$ cat src/rtl/fault_rpt_pkg.sv
package fault_rpt_pkg;

  // channel status byte layout
  localparam int CB_HOT_WARN = 0;
  localparam int CB_HOT_OFF  = 1;
  localparam int CB_OVC      = 2;
  localparam int CB_I2T      = 3;
  localparam int CB_OFFST    = 4;
  localparam int CB_CHFLT    = 5;
  localparam int CB_LATCH    = 6;
  localparam int CB_STICKY   = 7;
  localparam int CH_BYTE     = 8;

  // global word layout
  localparam int GB_SUP_WARN = 0;
  localparam int GB_LOGIC_UV = 1;
  localparam int GB_BATT_UV  = 2;
  localparam int GB_POR      = 3;
  localparam int GB_WDOG     = 4;
  localparam int GB_LINK     = 5;
  localparam int GB_STICKY   = 6;
  localparam int GB_CHSUM    = 8;
  localparam int GB_OFFST    = 13;
  localparam int GB_SHUTDN   = 14;
  localparam int GB_ERRWRN   = 15;
  localparam int GLOB_W      = 16;
  localparam int MAX_CH      = 4;

  // off-state report select codes
  localparam logic [1:0] OFFSEL_SHORT = 2'b01;
  localparam logic [1:0] OFFSEL_OPEN  = 2'b10;

  typedef struct packed {
    logic latched;
    logic retry;
    logic out_short;
    logic open_load;
    logic i2t_trip;
    logic inrush_to;
    logic ovc_trip;
    logic hot_off;
    logic hot_warn;
  } ch_ev_t;

  typedef struct packed {
    logic crc;
    logic frame;
    logic wdog;
    logic batt_uv;
    logic logic_uv;
    logic sup_warn;
  } gl_ev_t;

endpackage

$ cat src/rtl/fr_sync.sv
module fr_sync #(
  parameter int W      = 1,
  parameter int STAGES = 2
) (
  input  logic         clk,
  input  logic         rst_n,
  input  logic [W-1:0] d,
  output logic [W-1:0] q
);

  logic [STAGES-1:0][W-1:0] stg_q;
  logic [STAGES-1:0][W-1:0] stg_d;

  always_comb begin
    stg_d[0] = d;
    for (int s = 1; s < STAGES; s++) begin
      stg_d[s] = stg_q[s-1];
    end
  end

  always_ff @(posedge clk or negedge rst_n) begin
    if (!rst_n) begin
      stg_q <= '0;
    end else begin
      stg_q <= stg_d;
    end
  end

  assign q = stg_q[STAGES-1];

endmodule

$ cat src/rtl/fr_sticky.sv
module fr_sticky #(
  parameter int           W       = 1,
  parameter logic [W-1:0] RST_VAL = '0
) (
  input  logic         clk,
  input  logic         rst_n,
  input  logic [W-1:0] set,
  input  logic [W-1:0] cond,
  input  logic         rd,
  output logic [W-1:0] q
);

  logic [W-1:0] bit_q;
  logic [W-1:0] bit_d;
  logic [W-1:0] bit_en;

  // a set always wins over a coincident read
  always_comb begin
    bit_en = set | ({W{rd}} & ~cond);
    bit_d  = set;
  end

  for (genvar i = 0; i < W; i++) begin : g_bit
    always_ff @(posedge clk or negedge rst_n) begin
      if (!rst_n) begin
        bit_q[i] <= RST_VAL[i];
      end else if (bit_en[i]) begin
        bit_q[i] <= bit_d[i];
      end
    end
  end

  assign q = bit_q;

endmodule

$ cat src/rtl/fr_chan.sv
module fr_chan
  import fault_rpt_pkg::*;
(
  input  logic                  clk,
  input  logic                  rst_n,
  input  ch_ev_t                ev,
  input  logic [1:0]            offst_sel,
  input  logic                  mask_off,
  input  logic                  rd,
  output logic [CH_BYTE-1:0]    stat,
  output logic                  summary,
  output logic                  shutdn,
  output logic                  offst,
  output logic                  pend
);

  logic [CB_STICKY-1:0] set_v;
  logic [CB_STICKY-1:0] st_q;
  logic                 off_hit;

  always_comb begin
    off_hit = (ev.open_load && (offst_sel == OFFSEL_OPEN)) ||
              (ev.out_short && (offst_sel == OFFSEL_SHORT));
    set_v              = '0;
    set_v[CB_HOT_WARN] = ev.hot_warn;
    set_v[CB_HOT_OFF]  = ev.hot_off;
    set_v[CB_OVC]      = ev.ovc_trip | ev.inrush_to;
    set_v[CB_I2T]      = ev.i2t_trip;
    set_v[CB_OFFST]    = off_hit;
    set_v[CB_CHFLT]    = ev.retry | ev.latched | ev.i2t_trip;
    set_v[CB_LATCH]    = ev.latched;
  end

  fr_sticky #(.W(CB_STICKY), .RST_VAL('0)) u_st (
    .clk  (clk),
    .rst_n(rst_n),
    .set  (set_v),
    .cond (set_v),
    .rd   (rd),
    .q    (st_q)
  );

  always_comb begin
    stat                 = '0;
    stat[CB_STICKY-1:0]  = st_q;
    summary = st_q[CB_HOT_WARN] | st_q[CB_HOT_OFF] | st_q[CB_OVC] |
              st_q[CB_I2T] | st_q[CB_OFFST];
    shutdn  = st_q[CB_HOT_OFF] | st_q[CB_OVC] | st_q[CB_I2T];
    offst   = st_q[CB_OFFST];
    pend    = shutdn | st_q[CB_CHFLT] | st_q[CB_LATCH] |
              (st_q[CB_OFFST] & ~mask_off);
  end

endmodule

$ cat src/rtl/fr_glob.sv
module fr_glob
  import fault_rpt_pkg::*;
(
  input  logic                 clk,
  input  logic                 rst_n,
  input  gl_ev_t               ev,
  input  logic                 wd_en,
  input  logic                 crc_en,
  input  logic                 mask_wd,
  input  logic                 mask_link,
  input  logic                 rd,
  output logic [GB_STICKY-1:0] stat,
  output logic                 pend
);

  localparam logic [GB_STICKY-1:0] POR_VAL = GB_STICKY'(1) << GB_POR;

  logic [GB_STICKY-1:0] set_v;

  always_comb begin
    set_v              = '0;
    set_v[GB_SUP_WARN] = ev.sup_warn;
    set_v[GB_LOGIC_UV] = ev.logic_uv;
    set_v[GB_BATT_UV]  = ev.batt_uv;
    set_v[GB_POR]      = 1'b0;
    set_v[GB_WDOG]     = ev.wdog & wd_en;
    set_v[GB_LINK]     = ev.frame | (ev.crc & crc_en);
  end

  fr_sticky #(.W(GB_STICKY), .RST_VAL(POR_VAL)) u_st (
    .clk  (clk),
    .rst_n(rst_n),
    .set  (set_v),
    .cond (set_v),
    .rd   (rd),
    .q    (stat)
  );

  always_comb begin
    pend = stat[GB_BATT_UV] | stat[GB_POR] |
           (stat[GB_WDOG] & ~mask_wd) | (stat[GB_LINK] & ~mask_link);
  end

endmodule

$ cat src/rtl/fault_reporter.sv
module fault_reporter
  import fault_rpt_pkg::*;
#(
  parameter int NCH         = 2,
  parameter int SYNC_STAGES = 2
) (
  input  logic               clk,
  input  logic               rst_n,
  input  logic               lpm,
  input  logic [NCH-1:0]     ev_hot_warn,
  input  logic [NCH-1:0]     ev_hot_off,
  input  logic [NCH-1:0]     ev_ovc_trip,
  input  logic [NCH-1:0]     ev_inrush_to,
  input  logic [NCH-1:0]     ev_i2t_trip,
  input  logic [NCH-1:0]     ev_open_load,
  input  logic [NCH-1:0]     ev_out_short,
  input  logic [NCH-1:0]     ev_retry,
  input  logic [NCH-1:0]     ev_latched,
  input  logic [2*NCH-1:0]   offst_sel,
  input  logic               ev_sup_warn,
  input  logic               ev_logic_uv,
  input  logic               ev_batt_uv,
  input  logic               ev_wdog,
  input  logic               ev_frame,
  input  logic               ev_crc,
  input  logic               wd_en,
  input  logic               crc_en,
  input  logic [NCH-1:0]     mask_off,
  input  logic               mask_wd,
  input  logic               mask_link,
  input  logic               rd_glob,
  input  logic [NCH-1:0]     rd_ch,
  output logic               irq_n,
  output logic [7:0]         hdr,
  output logic [15:0]        glob_word,
  output logic [8*NCH-1:0]   ch_stat
);

  localparam int CH_EV_W = $bits(ch_ev_t);
  localparam int GL_EV_W = $bits(gl_ev_t);

  ch_ev_t [NCH-1:0] ch_raw;
  ch_ev_t [NCH-1:0] ch_syn;
  gl_ev_t           gl_raw;
  gl_ev_t           gl_syn;

  logic [NCH-1:0]       ch_sum;
  logic [NCH-1:0]       ch_shut;
  logic [NCH-1:0]       ch_off;
  logic [NCH-1:0]       ch_pend;
  logic [GB_STICKY-1:0] gl_stat;
  logic                 gl_pend;
  logic                 irq_d;
  logic                 irq_q;

  always_comb begin
    for (int c = 0; c < NCH; c++) begin
      ch_raw[c].hot_warn  = ev_hot_warn[c];
      ch_raw[c].hot_off   = ev_hot_off[c];
      ch_raw[c].ovc_trip  = ev_ovc_trip[c];
      ch_raw[c].inrush_to = ev_inrush_to[c];
      ch_raw[c].i2t_trip  = ev_i2t_trip[c];
      ch_raw[c].open_load = ev_open_load[c];
      ch_raw[c].out_short = ev_out_short[c];
      ch_raw[c].retry     = ev_retry[c];
      ch_raw[c].latched   = ev_latched[c];
    end
    gl_raw.sup_warn = ev_sup_warn;
    gl_raw.logic_uv = ev_logic_uv;
    gl_raw.batt_uv  = ev_batt_uv;
    gl_raw.wdog     = ev_wdog;
    gl_raw.frame    = ev_frame;
    gl_raw.crc      = ev_crc;
  end

  fr_sync #(.W(CH_EV_W*NCH), .STAGES(SYNC_STAGES)) u_sync_ch (
    .clk  (clk),
    .rst_n(rst_n),
    .d    (ch_raw),
    .q    (ch_syn)
  );

  fr_sync #(.W(GL_EV_W), .STAGES(SYNC_STAGES)) u_sync_gl (
    .clk  (clk),
    .rst_n(rst_n),
    .d    (gl_raw),
    .q    (gl_syn)
  );

  for (genvar c = 0; c < NCH; c++) begin : g_chan
    fr_chan u_chan (
      .clk      (clk),
      .rst_n    (rst_n),
      .ev       (ch_syn[c]),
      .offst_sel(offst_sel[2*c +: 2]),
      .mask_off (mask_off[c]),
      .rd       (rd_ch[c]),
      .stat     (ch_stat[CH_BYTE*c +: CH_BYTE]),
      .summary  (ch_sum[c]),
      .shutdn   (ch_shut[c]),
      .offst    (ch_off[c]),
      .pend     (ch_pend[c])
    );
  end

  fr_glob u_glob (
    .clk      (clk),
    .rst_n    (rst_n),
    .ev       (gl_syn),
    .wd_en    (wd_en),
    .crc_en   (crc_en),
    .mask_wd  (mask_wd),
    .mask_link(mask_link),
    .rd       (rd_glob),
    .stat     (gl_stat),
    .pend     (gl_pend)
  );

  // global word assembly; channel summaries occupy up to MAX_CH bits
  always_comb begin
    glob_word                  = '0;
    glob_word[GB_STICKY-1:0]   = gl_stat;
    for (int c = 0; c < NCH && c < MAX_CH; c++) begin
      glob_word[GB_CHSUM + c]  = ch_sum[c];
    end
    glob_word[GB_OFFST]        = |ch_off;
    glob_word[GB_SHUTDN]       = |ch_shut;
    glob_word[GB_ERRWRN]       = |gl_stat;
  end

  assign hdr = glob_word[15:8];

  // interrupt line: low drives the pad, high releases it
  always_comb begin
    irq_d = ~((|ch_pend | gl_pend) & ~lpm);
  end

  always_ff @(posedge clk or negedge rst_n) begin
    if (!rst_n) begin
      irq_q <= 1'b1;
    end else begin
      irq_q <= irq_d;
    end
  end

  assign irq_n = irq_q;

endmodule

$ cat config.mk
export PLATFORM = sky130hd
export DESIGN_NAME = fault_reporter
export DESIGN_NICKNAME = d
export VERILOG_FILES = /design/src/rtl/fault_rpt_pkg.sv /design/src/rtl/fr_sync.sv /design/src/rtl/fr_sticky.sv /design/src/rtl/fr_chan.sv /design/src/rtl/fr_glob.sv /design/src/rtl/fault_reporter.sv
export SDC_FILE = /design/constraint.sdc
export NUM_CORES = 1
export LEC_CHECK = 0
export BUFFER_PORTS_ARGS = -buffer_cell sky130_fd_sc_hd__buf_2
export CORE_MARGIN = 2
export CORE_UTILIZATION = 51
export DETAILED_ROUTE_END_ITERATION = 6
export HOLD_SLACK_MARGIN = 0.15
export PLACE_DENSITY = 0.92
export SLEW_MARGIN = 20
export SYNTH_ARGS = -nofsm -noshare
export SYNTH_HDL_FRONTEND = slang
export SYNTH_SLANG_ARGS = --single-unit
export TNS_END_PERCENT = 1
$ cat constraint.sdc
create_clock -name clk -period 4.4 [get_ports clk]
set_input_delay 0.88 -clock clk [delete_from_list [all_inputs] [get_ports clk]]
set_output_delay 0.88 -clock clk [all_outputs]
set_load 0.1 [all_outputs]
# After elaboration in Yosys (flattened, before gate mapping)
# Index checks and enable logic that the tools add are counted.
# totals
ff_bits	69
word_cells	90
# op_classes
n_eq_ne	4
reduce_logical	10
bitwise_logic	51
# op_table
operator	n
$or 1x1->1	29
$and 7x7->7	2
$not 7->7	2
$or 7x7->7	2
$and 1x1->1	7
$and 6x6->6	1
$not 1->1	6
$not 6->6	1
$or 6x6->6	1
$reduce_or 2->1	3
$reduce_or 6->1	1
$eq 2x1->1 const B	2
$eq 2x2->1 const B	2
$logic_and 1x1->1	4
$logic_or 1x1->1	2

# Depth between registers and ports, before layout
# depth
ltp_word	9
mapped_depth	3
depth_no_buf	3

# Cells and area by module
# A second synthesis with hierarchy kept.
# hier_totals
hier_cells	161
hier_area_um2	2347.3
# modules_own_cells
module	cells_each	seq_area_each_um2	area_per_inst_um2	instances
fr_sync (u_sync_ch)	36	900.9	900.9	1
fr_sticky (g_chan[0].u_chan.u_st ...)	21	175.2	271.5	2
fr_sync (u_sync_gl)	12	300.3	300.3	1
fr_sticky (u_glob.u_st)	18	151.4	234.0	1
fault_reporter	22	26.3	165.2	1
fr_chan	12	0.0	80.1	2
fr_glob	7	0.0	43.8	1

# Worst setup path before layout
# OpenSTA, ideal clock, no wires.
# synth_path
path_kind	flip-flop to output port
from	reg u_glob.u_st.bit_q[5], in the netlist u_glob.u_st.q[5]
to	out hdr[7]
setup_slack_ps	1314
path_buffers	1
path_stages_with_launch	4
arrival_ps	2206
path_cell_list	dfrtp_1 -> nor4_1 -> nand2_1 -> buf_4
# synth_via
elab_chain_cells	1
# synth_lines
item	line_no	text
from (decl)	fr_sticky.sv:13	logic [W-1:0] bit_q;
from (signal, indexed assignment)	fr_sticky.sv:26	bit_q[i] <= RST_VAL[i];
from (signal, indexed assignment)	fr_sticky.sv:28	bit_q[i] <= bit_d[i];
$reduce_or 6->1	fault_reporter.sv:128	glob_word[GB_ERRWRN] = |gl_stat;
to (decl)	fault_reporter.sv:34	output logic [7:0] hdr,
# No other way between the ends.

# Worst setup path in the final report
# layout_path
from	reg g_chan[0].u_chan.u_st.bit_q[2]
to	out glob_word[8]
# layout_via
elab_chain_cells	3
# layout_lines
item	line_no	text
from (decl)	fr_sticky.sv:13	
from (signal, indexed assignment)	fr_sticky.sv:26	
from (signal, indexed assignment)	fr_sticky.sv:28	
$or 1x1->1 (2 in a row)	fr_chan.sv:46	summary = st_q[CB_HOT_WARN] | st_q[CB_HOT_OFF] | st_q[CB_OVC] |
$or 1x1->1	fr_chan.sv:47	st_q[CB_I2T] | st_q[CB_OFFST];
to (decl)	fault_reporter.sv:35	output logic [15:0] glob_word,
# No other way between the ends.

==> metrics.yaml <==
clock_tree:
  clkTransAtPathRegs_ns: 0.07
  postCtsHoldBufs: 0
  post_cts_buffers: 0
  cts_buffers: 9
  cts_tree: "yes"
  cts_resized: 0
  clock-sinks: 69
  htreeDepth: 3
  clockBufferDepth: 2
  clock_latency_ns: 0.33
  clockRootBuffer: "clkbuf_8"
critical_path:
  cp_max_fo: 3
  critPathMaxStageDelay_ns: 0.41
  worstPathCellList: "or3_1, or3_1, buf_2"
  cp_common_cell: "or3_1"
  cp.required_ns: 3.52
  worstSetupPathType: "reg2out"
  crit_path_end_kind: "output port"
  crit_path_top_delay_cell: "or3_1"
  crit_arrival_ns: 1.79
  start_kind: "flop"
die:
  core_area_um2: 4090
  chipHeight_um: 69.7
  die-area_um2: 4860
  pin_count: 81
  start_util: 0.539
  fp-row-count: 23
  die_w_um: 69.7
timing:
  maxSlewHeadroom: 0.465
  max_freq_mhz: 374
  setup_viol: 0
  tightest_slew_ns: 0.803
  fin_tns_setup_ns: 0
  whs_ns: 0.347
  hold_violations: 0
  clock_skew_ns: 0.00388
  rsz0062_at_grt: "false"
  layout_min_cycle_time_ns: 2.67
  slew_viol_final: 0
  period_share: 0.607
global_route:
  grt_overflow: 0
  antenna_found_initial: 0
  grt_max_degree: 70
  track_usage: 0.175
  grt_pass1_wl_mm: 6.22
  grt_pass1_vias: 1333
route:
  vias: 1227
  dr_wl_met3_um: 268
  postRouteAntennaNets: 0
  wl_mm: 3.81
  maxUsedRoutingLayer: "met4"
  wl_met2_mm: 1.97
  drt_pass1_iterations: 4
  met1_length_mm: 1.45
  wl_per_cell_um: 14.4
  via_per_inst: 4.65
  drt_iter0_markers: 24
  drcViolationCount: 0
synthesis:
  synth_common_cells: "67 x dfrtp_1, 19 x buf_4, 11 x a21o_1"
  synthFlopType: "dfrtp_1"
  synth_edf_count: 0
  yosysWarningCount: 0
  mappedNetlistArea_um2: 2200
  async_flop_share: 1.00
  ys_seq_elements: 69
  yosys-top-cells-area: "dfrtp_1 76%, buf_4 6.5%, a21o_1 3.8%"
  synth_most_common_cell: "dfrtp_1"
  netlist_instances: 137
  synth_seq_area_share: 0.785
  synth.top_cell.area_share: 0.761
  synth_top_area_cell: "dfrtp_1"
  avgSynthCellArea_um2: 16.1
  synth_cell_types: 23
power_and_ir_drop:
  p_leak_nw: 1.33
  vdd_drop_max_v: 0.000430
  p_total_w: 0.00139
  powerDensity_nw_per_um2: 514
placed_design:
  place_inst: 248
  dpl.hpwl_mm: 2.72
  place_congestion: 0.837
  portBuffers: 70
cells_and_area:
  n_antenna_cell: 0
  final_cells: 264
  drive_gt1_frac: 0.425
  area_delta_synth_final_pct: 22.9
  fillerInstances: 274
  nets: 249
min_path:
  hp-class: "reg2reg"
outcome:
  status: "complete, no violations"
run:
  maxCapViolations: 0
[per-stage QoR]
| step | utilization | setup WS, ns | cell area, um2 |
|---|---|---|---|
| floorplan | - | 1.31 | 2240 |
| global placement | 0.615 | 2.13 | 2510 |
| detailed placement | 0.615 | 2.10 | 2510 |
| CTS | 0.662 | 1.72 | 2710 |
| global route | 0.662 | 1.67 | 2710 |
| finish | 0.662 | 1.73 | 2710 |
[worst max-delay path: cells and delay by family (launching register included)]
kind                   cells  cell delay [ns]
AND/OR/NAND/NOR            2             0.76
buffers and inverters      1             0.31
flip-flops                 1             0.39
[cells by family after synthesis]
kind of cell,count (synthesis),synth area share
buffers and inverters,27,0.0784
AOI/OAI and AO/OA,22,0.0847
and+or+nand+nor,18,0.0500
other,1,0.00170
DFF,69,0.785
[power breakdown]
part | leakage, nW | switching [W] | internal (W)
Sequential | 0.783 | 0.0000178 | 0.000669
Clock | 0.0964 | 0.000211 | 0.000276
Combinational | 0.455 | 0.000184 | 0.0000327
[placed cells by master, fill, tap and decap left out, types with 2 or more instances in the layout]
cell,n
buf_2,70
dfrtp_1,67
a21o_1,11
conb_1,10
clkbuf_8,10
inv_1,8
nand2_1,6
nor2_1,3
nor4_1,2
or3_1,2
nand3b_1,2
o221ai_1,2
a2111o_1,2
clkbuf_1,2
clkinv_2,2
dfstp_2,2
[path summary, 6_finish.rpt]
kind / from / depth (start not counted) / slack [ns] / to
max reg2reg: g_chan[0].u_chan.u_st.q[5] / 3 / 2.96 / irq_n
max in group asynchronous: rst_n / 2 / 3.16 / u_sync_ch.stg_d[24]
min reg2reg: u_sync_ch.stg_d[26] / 0 / 0.35 / u_sync_ch.q[8]
min in group asynchronous: rst_n / 2 / 0.72 / u_sync_ch.q[14]
max: g_chan[0].u_chan.u_st.q[2] / 3 / 1.73 / glob_word[8]
min: u_sync_ch.stg_d[26] / 0 / 0.35 / u_sync_ch.q[8]
[registers in the layout, summed over array words and instances (netlist names)]
register and count:
u_sync_gl.stg_d 6, u_sync_ch.stg_d 18, u_sync_ch.q 18, irq_n 1
u_sync_gl.q 6, u_glob.u_st.q 6, g_chan.u_chan.u_st.q 14
[per-layer routing]
metal  vias up  track usage
met1       588        0.189
met5         -            0
met3        13       0.0712
met4         0        0.113
li1        569            -
met2        57        0.283
[area by class of cell]
cell class                 instances  area, um2  area share
sequential                        69       1730       0.639
timing repair buffer              71        358       0.132
tap                               50       62.6      0.0231
clock inverter                     4       47.5      0.0176
multi-input combinational         50        334       0.123
inverter                           8       30.0      0.0111
clock buffer                      12        145      0.0536
Note: power is estimated with default switching activity, not from simulation.
